$ cat src/rtl/ipi_pkg.sv
package ipi_pkg;
   // bus operations produced by the address decoder
   typedef enum logic [3:0] {
      OP_NONE, OP_WHOAMI, OP_EVENT, OP_SEND, OP_ACK, OP_MSET,
      OP_MCLR, OP_SSET, OP_RD_PEND, OP_RD_MASK
   } ipi_op_e;

   typedef struct packed {
      ipi_op_e    op;
      logic       tgt_ok;
   } ipi_cmd_t;

   localparam logic [7:0]  EV_TYPE_IPI = 8'd4;
   localparam logic [15:0] EV_NUM_OTH  = 16'd1;
   localparam logic [15:0] EV_NUM_SLF  = 16'd2;

   // internal pair: index 0 = "other", index 1 = "self"
   function automatic logic [1:0] bus_to_pair(input logic [31:0] w);
      return {w[31], w[0]};
   endfunction

   function automatic logic [31:0] pair_to_bus(input logic [1:0] p);
      return {p[1], 30'd0, p[0]};
   endfunction

   function automatic logic [31:0] ipi_event(input logic [15:0] num);
      return {8'd0, EV_TYPE_IPI, num};
   endfunction
endpackage

$ cat src/rtl/ipi_decode.sv
module ipi_decode import ipi_pkg::*; #(
   parameter int NUM_CPU = 4,
   parameter int ADDR_W  = 16,
   parameter int CPU_W   = 2
) (
   input  logic              valid_i,
   input  logic              write_i,
   input  logic [ADDR_W-1:0] addr_i,
   input  logic [CPU_W-1:0]  cpu_i,
   output ipi_cmd_t          cmd_o,
   output logic [CPU_W-1:0]  tgt_o
);
   localparam int HI_W = ADDR_W - 12;

   logic       local_hit, view_hit;
   logic [4:0] view_idx;

   assign local_hit = (addr_i[ADDR_W-1:12] == '0) && (addr_i[11:5] == '0) && (addr_i[1:0] == '0);
   assign view_hit  = (addr_i[ADDR_W-1:12] == HI_W'(1)) && (addr_i[6:4] == '0) && (addr_i[1:0] == '0);
   assign view_idx  = addr_i[11:7];

   always_comb begin
      cmd_o  = '{op: OP_NONE, tgt_ok: 1'b0};
      tgt_o  = cpu_i;
      if (valid_i && local_hit) begin
         cmd_o.tgt_ok = int'(cpu_i) < NUM_CPU;
         unique case (addr_i[4:2])
            3'd0: if (!write_i) cmd_o.op = OP_WHOAMI;
            3'd1: if (!write_i) cmd_o.op = OP_EVENT;
            3'd2: if (write_i)  cmd_o.op = OP_SEND;
            3'd3: cmd_o.op = write_i ? OP_ACK : OP_RD_PEND;
            3'd4: cmd_o.op = write_i ? OP_MSET : OP_RD_MASK;
            3'd5: if (write_i)  cmd_o.op = OP_MCLR;
            3'd6: if (write_i)  cmd_o.op = OP_SSET;
            default: cmd_o.op = OP_NONE;
         endcase
      end else if (valid_i && view_hit && write_i) begin
         cmd_o.tgt_ok = int'(view_idx) < NUM_CPU;
         tgt_o        = CPU_W'(view_idx);
         unique case (addr_i[3:2])
            2'd0: cmd_o.op = OP_SSET;
            2'd1: cmd_o.op = OP_ACK;
            2'd2: cmd_o.op = OP_MSET;
            default: cmd_o.op = OP_MCLR;
         endcase
      end
   end
endmodule

$ cat src/rtl/ipi_slice.sv
module ipi_slice (
   input  logic       clk,
   input  logic       rst_n,
   input  logic [1:0] set_i,
   input  logic [1:0] clr_i,
   input  logic [1:0] mset_i,
   input  logic [1:0] mclr_i,
   input  logic [1:0] dlv_i,
   output logic [1:0] pend_o,
   output logic [1:0] mask_o,
   output logic [1:0] vis_o
);
   always_ff @(posedge clk or negedge rst_n) begin
      if (!rst_n) begin
         pend_o <= 2'b00;
         mask_o <= 2'b11;
      end else begin
         pend_o <= (pend_o | set_i) & ~clr_i;
         mask_o <= (mask_o | mset_i | dlv_i) & ~mclr_i;
      end
   end

   assign vis_o = pend_o & ~mask_o;

   AST_SET_RAISES: assert property (@(posedge clk) disable iff (!rst_n)
      set_i[0] |=> pend_o[0]);
   AST_ACK_CLEARS: assert property (@(posedge clk) disable iff (!rst_n)
      (clr_i != 2'b00) |=> ((pend_o & $past(clr_i)) == 2'b00));
   AST_DELIVER_MASKS: assert property (@(posedge clk) disable iff (!rst_n)
      (dlv_i != 2'b00) |=> ((mask_o & $past(dlv_i)) == $past(dlv_i) && (pend_o & $past(dlv_i)) == $past(dlv_i)));
   AST_DELIVER_VISIBLE: assert property (@(posedge clk) disable iff (!rst_n)
      (dlv_i & ~vis_o) == 2'b00);
endmodule

$ cat src/rtl/ipi_evsel.sv
module ipi_evsel import ipi_pkg::*; (
   input  logic        hw_valid_i,
   input  logic [31:0] hw_word_i,
   input  logic [1:0]  vis_i,
   output logic [31:0] word_o,
   output logic [1:0]  dlv_o
);
   // fixed order: hardware word, then "other", then "self"
   always_comb begin
      word_o = '0;
      dlv_o  = 2'b00;
      if (hw_valid_i) begin
         word_o = hw_word_i;
      end else if (vis_i[0]) begin
         word_o = ipi_event(EV_NUM_OTH);
         dlv_o  = 2'b01;
      end else if (vis_i[1]) begin
         word_o = ipi_event(EV_NUM_SLF);
         dlv_o  = 2'b10;
      end
   end
endmodule

$ cat src/rtl/ipi_unit.sv
module ipi_unit import ipi_pkg::*; #(
   parameter int NUM_CPU = 4,
   parameter int ADDR_W  = 16,
   localparam int CPU_W  = (NUM_CPU > 1) ? $clog2(NUM_CPU) : 1
) (
   input  logic                  clk,
   input  logic                  rst_n,
   input  logic                  bus_valid,
   input  logic                  bus_write,
   input  logic [ADDR_W-1:0]     bus_addr,
   input  logic [31:0]           bus_wdata,
   input  logic [CPU_W-1:0]      bus_cpu,
   output logic                  bus_rvalid,
   output logic [31:0]           bus_rdata,
   input  logic [NUM_CPU-1:0]    hw_valid,
   input  logic [32*NUM_CPU-1:0] hw_word,
   output logic [NUM_CPU-1:0]    ipi_req
);
   if (NUM_CPU < 1 || NUM_CPU > 32) begin : g_bad_cpu
      $error("ipi_unit: NUM_CPU must lie in 1..32");
   end
   if (ADDR_W < 13) begin : g_bad_addr
      $error("ipi_unit: ADDR_W must be at least 13");
   end

   ipi_cmd_t         cmd;
   logic [CPU_W-1:0] tgt;
   logic [1:0]       wpair;
   logic             unused_wd;

   logic [1:0]  pend_a [NUM_CPU];
   logic [1:0]  mask_a [NUM_CPU];
   logic [31:0] word_a [NUM_CPU];
   logic [2*NUM_CPU-1:0] dlv_all;
   logic [31:0] rd_word;

   assign wpair     = bus_to_pair(bus_wdata);
   assign unused_wd = ^bus_wdata;

   ipi_decode #(.NUM_CPU(NUM_CPU), .ADDR_W(ADDR_W), .CPU_W(CPU_W)) u_dec (
      .valid_i (bus_valid),
      .write_i (bus_write),
      .addr_i  (bus_addr),
      .cpu_i   (bus_cpu),
      .cmd_o   (cmd),
      .tgt_o   (tgt)
   );

   for (genvar c = 0; c < NUM_CPU; c++) begin : g_cpu
      logic       hit, send_hit;
      logic [1:0] set_v, clr_v, mset_v, mclr_v, dlv_v, ev_dlv, vis_v;

      assign hit      = cmd.tgt_ok && (int'(tgt) == c);
      assign send_hit = (cmd.op == OP_SEND) && cmd.tgt_ok && bus_wdata[c];
      assign set_v    = ((cmd.op == OP_SSET && hit) ? wpair : 2'b00) | {1'b0, send_hit};
      assign clr_v    = (cmd.op == OP_ACK  && hit) ? wpair : 2'b00;
      assign mset_v   = (cmd.op == OP_MSET && hit) ? wpair : 2'b00;
      assign mclr_v   = (cmd.op == OP_MCLR && hit) ? wpair : 2'b00;
      assign dlv_v    = (cmd.op == OP_EVENT && hit) ? ev_dlv : 2'b00;
      assign dlv_all[2*c +: 2] = dlv_v;

      ipi_evsel u_sel (
         .hw_valid_i (hw_valid[c]),
         .hw_word_i  (hw_word[32*c +: 32]),
         .vis_i      (vis_v),
         .word_o     (word_a[c]),
         .dlv_o      (ev_dlv)
      );

      ipi_slice u_slice (
         .clk    (clk),
         .rst_n  (rst_n),
         .set_i  (set_v),
         .clr_i  (clr_v),
         .mset_i (mset_v),
         .mclr_i (mclr_v),
         .dlv_i  (dlv_v),
         .pend_o (pend_a[c]),
         .mask_o (mask_a[c]),
         .vis_o  (vis_v)
      );

      assign ipi_req[c] = |vis_v;
   end

   always_comb begin
      rd_word = '0;
      if (cmd.tgt_ok) begin
         unique case (cmd.op)
            OP_WHOAMI:  rd_word = 32'(bus_cpu);
            OP_EVENT:   rd_word = word_a[tgt];
            OP_RD_PEND: rd_word = pair_to_bus(pend_a[tgt]);
            OP_RD_MASK: rd_word = pair_to_bus(mask_a[tgt]);
            default:    rd_word = '0;
         endcase
      end
   end

   always_ff @(posedge clk or negedge rst_n) begin
      if (!rst_n) begin
         bus_rvalid <= 1'b0;
         bus_rdata  <= '0;
      end else begin
         bus_rvalid <= bus_valid && !bus_write;
         bus_rdata  <= rd_word;
      end
   end

   AST_READ_ANSWERED: assert property (@(posedge clk) disable iff (!rst_n)
      (bus_valid && !bus_write) |=> bus_rvalid);
   AST_ONE_DELIVERY: assert property (@(posedge clk) disable iff (!rst_n)
      $onehot0(dlv_all));
   AST_HW_FIRST: assert property (@(posedge clk) disable iff (!rst_n)
      (cmd.op == OP_EVENT && cmd.tgt_ok && hw_valid[tgt]) |-> (dlv_all == '0));
   AST_NO_WRITE_RESP: assert property (@(posedge clk) disable iff (!rst_n)
      (bus_valid && bus_write) |=> !bus_rvalid);
endmodule

$ cat config.mk
export PLATFORM = sky130hd
export DESIGN_NAME = ipi_unit
export DESIGN_NICKNAME = d
export VERILOG_FILES = /design/src/rtl/ipi_pkg.sv /design/src/rtl/ipi_decode.sv /design/src/rtl/ipi_slice.sv /design/src/rtl/ipi_evsel.sv /design/src/rtl/ipi_unit.sv
export SDC_FILE = /design/constraint.sdc
export NUM_CORES = 1
export LEC_CHECK = 0
export ABC_AREA = 1
export BUFFER_PORTS_ARGS = -buffer_cell sky130_fd_sc_hd__buf_2
export CORE_AREA = 3 3 100 102
export CTS_BUF_LIST = sky130_fd_sc_hd__clkbuf_4
export CTS_CLUSTER_DIAMETER = 100
export DETAILED_ROUTE_END_ITERATION = 10
export DIE_AREA = 0 0 103 105
export PLACE_DENSITY = 0.81
export SLEW_MARGIN = 25
export SYNTH_ARGS = -nofsm -noshare
export SYNTH_HDL_FRONTEND = slang
export SYNTH_SLANG_ARGS = --single-unit
$ cat constraint.sdc
create_clock -name clk -period 1.7 [get_ports clk]
set_input_delay 0.085 -clock clk [delete_from_list [all_inputs] [get_ports clk]]
set_output_delay 0.085 -clock clk [all_outputs]
set_load 0.02 [all_outputs]
==> metrics.md <==
| Metric | Value |
|---|---|
| Net Count, Synth | `between 800 and 900` |
| CP arrival | `1.86 ns` |
| Top cell type's share of synthesized area | `24.17%` |
| WS Path Type | `in -> reg` |
| CTS resizes | `0` |
| Crit Path Max Fanout | `9` |
| TritonCTS Buffers | `5` |
| WP data required | `roughly 2 ns` |
| Max_slew headroom | `67.35%` |
| Largest net degree at the start of global routing | `25` |
| Postcts setup bufs | `0` |
| Status | `complete, no violations` |
| Top cells by area, synth | `dfrtp_1 24%, nand2_1 16%, a21oi_1 13%` |
| RSZ-0062 raised after global routing | `no` |
| Detailed Routing Iterations Pass 1 | `8` |
| Fmax | `between 600 and 700 MHz` |
| Initial antenna violation count | `3` |
| Avg Cell Area, Syn | `roughly 6.5 um2` |
| Fill count | `approximately 870` |
| PortBufs | `195` |
| Post-route ant nets | `0` |
| Hold wc startpoint | `hw_word[66]` |
| Startpoint Class | `primary input` |
| Final Total Pwr | `2.615 mW` |
| Max-slew violation count | `0` |
| Total wire length | `roughly 15 mm` |
| Final Cycle Share | `between 90% and 100%` |
| PwrDens | `approximately 460 nW/um2` |
| Synth area leader | `dfrtp_1` |
| Clock Pin Slew Worst Setup and Hold Paths | `about 0.15 ns` |
| DRT iter0 DRCs | `between 300 and 400` |
| # DRC | `0` |
| Sequential-to-total area share from yosys stat | `approximately 29%` |
| Cells after Synth | `650` |
| Hpwl dp | `between 10 and 15 mm` |
| H-tree Lvls | `2` |
| Area delta synth->final | `34.87%` |
| Worst Setup SP | `bus_cpu[1]` |
| Clock latency on the worst-skew pair | `0.38 ns` |
| Num ports | `223` |
| Min cycle time layout | `roughly 1.5 ns` |
| Register bit total from synthesis | `49` |
| Root Buffer | `clkbuf_4` |
| Clock Skews | `~0.0090 ns` |
| TritonCTS clock tree | `built` |
| Max cap viols | `0` |
| Ys Warns | `0` |
| Reg-to-reg startpoint | `g_cpu[0].u_slice.mask_o[0]$_DFF_PN1_` |
| Die ar. | `10,820 um2` |
| Drt via density | `~5.2` |
| Vias in the first global route | `between 4,000 and 5,000` |
| DIE WIDTH | `slightly above 100 um` |
| Global-route wire length before repair | `~23 mm` |
| Clock Tree Buf Depth | `2` |
| Hold buffers post-CTS | `3` |
| # rows | `35` |
| Placer congestion estimate | `roughly 0.92` |
| Initial Utilization | `between 40% and 50%` |
| Yosys cell types | `33` |
| GRT Total Usage | `approximately a quarter` |
| # clock sinks | `between 40 and 50` |
| Fin. Hold Viols | `0` |
| Die Span Y | `approximately 110 um` |
| Final Setup Violations | `0` |
| Setup slack after layout | `0.1652 ns` |
| Share of post-route cells with drive strength above 1 | `35.55%` |
| Vias | `5,133` |
| Pleak | `around 3.2 nW` |
| Core Area | `around 9000 um2` |
| Worst-Margin Slew | `0.4898 ns` |
| Routed WL per cell | `~15 um` |
| Layout Nets | `~1,100` |
| GRT overflow | `0` |
| Peak VDD IR | `about 0.30 mV` |
| Setup WS pre-CTS | `-0.1471 ns` |
| Post-synthesis cell area | `between 4000 and 5000 um2` |
| HP Class | `in -> reg` |
| CP Capture Type | `flip-flop` |
report_power, final:
part	total [mW]	internal, mW	switching, mW
Clock	0.718	0.323	0.395
Sequential	1.17	1.17	0.000421
Combinational	0.728	0.309	0.419
Total	2.61	1.80	0.815
logic make-up after synthesis:
logic type / synth area share, %
AOI/OAI and AO/OA: 14.53
adders and majority gates: 1.179
muxes: 0.2358
and+or+nand+nor: 43.27
DFF: 29.12
buffers and inverters: 11.67
final timing paths:
kind,cells after the start,end,slack (ns)
setup / recovery,12,g_cpu[3].u_slice.mask_o[0]$_DFF_PN1_,0.17
hold / removal,3,bus_rdata[2]$_DFF_PN0_,0.02
setup reg to reg,7,bus_rdata[18]$_DFF_PN0_,0.32
hold reg to reg,2,g_cpu[2].u_slice.pend_o[1]$_DFF_PN0_,0.58
max in group asynchronous,3,g_cpu[2].u_slice.mask_o[1]$_DFF_PN1_,0.83
min in group asynchronous,2,bus_rdata[25]$_DFF_PN0_,0.18
worst max-delay path: stages:
cell           delay (ns)
dlygate4sd3_1        0.53
buf_2                0.12
nand2_1              0.05
nand2_1              0.21
nand2_4              0.15
buf_4                0.17
nor2_4               0.15
inv_1                0.08
nor2_1               0.14
nand2_1              0.07
nand2_1              0.07
inv_1                0.04
metrics by stage:
stage          area [um2]  cells  utilization (%)  hold slack [ns]  TNS [ns]
6_report             5725    986            62.26          0.01663         0
5_1_grt              5725    986            62.26          0.01494         0
4_1_cts              5718    983            62.18         0.006364         0
3_5_place_dp         5609    972            60.99          0.06485    -2.337
3_3_place_gp         5609    972            60.99          0.06086    -1.385
2_1_floorplan        4245    650                -          -0.2106         0
cell usage after synthesis:
library cell  count
a211oi_2          1
a21oi_1         107
a31oi_1           2
and2_1            1
buf_2             7
buf_4             5
buf_6             5
buf_8             1
clkbuf_1         20
dfrtp_1          41
dfstp_2           8
ha_1              4
inv_1            66
inv_2             6
inv_4             1
mux2i_1           1
nand2_1         180
nand2_2           5
nand2_4           5
nand3_1          49
nand3_2           3
nand4_1          18
nor2_1           64
nor2_2            5
nor2_4            6
nor3_1            8
nor4_1            8
nor4_2            3
nor4_4           10
o21ai_0           6
o21ai_1           1
o21ai_2           1
o22ai_1           2
state kept, by name, summed over array words and instances (netlist names):
signal	count
bus_rdata	32
bus_rvalid	1
g_cpu.u_slice.mask_o	8
g_cpu.u_slice.pend_o	8
placed cells by master, fill, tap and decap left out, drive strengths merged:
cell type and instances:
a211oi 1, a21oi 107, a31oi 2, and2 1, buf 249, bufinv 1, clkbuf 6, clkinv 1
dfrtp 41, dfstp 8, diode 3, dlygate4sd3 3, ha 4, inv 73, mux2i 1, nand2 190
nand3 52, nand4 18, nor2 75, nor3 8, nor4 21, o21ai 8, o22ai 2
per-layer routing:
layer  track usage (%)  part of all wire, %  vias to the layer above
li1                  -                    -                     2565
met1             31.85                   39                     2284
met2             45.00                   49                      245
met3             4.539                  8.6                       39
met4             10.36                  3.0                        0
met5                 0                    0                        -
layout make-up:
class / instances / area (um2) / area share (%)
diodes: 3 / 7.507 / 0.1311
clock buffers: 6 / 45.04 / 0.7867
clock inverters: 2 / 33.78 / 0.5900
inverters: 73 / 276.5 / 4.830
multi-input cells: 490 / 2514 / 43.90
flip-flops and latches: 49 / 1236 / 21.59
well taps: 111 / 138.9 / 2.426
repair buffers: 252 / 1474 / 25.74
No activity file was read; power rests on OpenSTA's default activity.
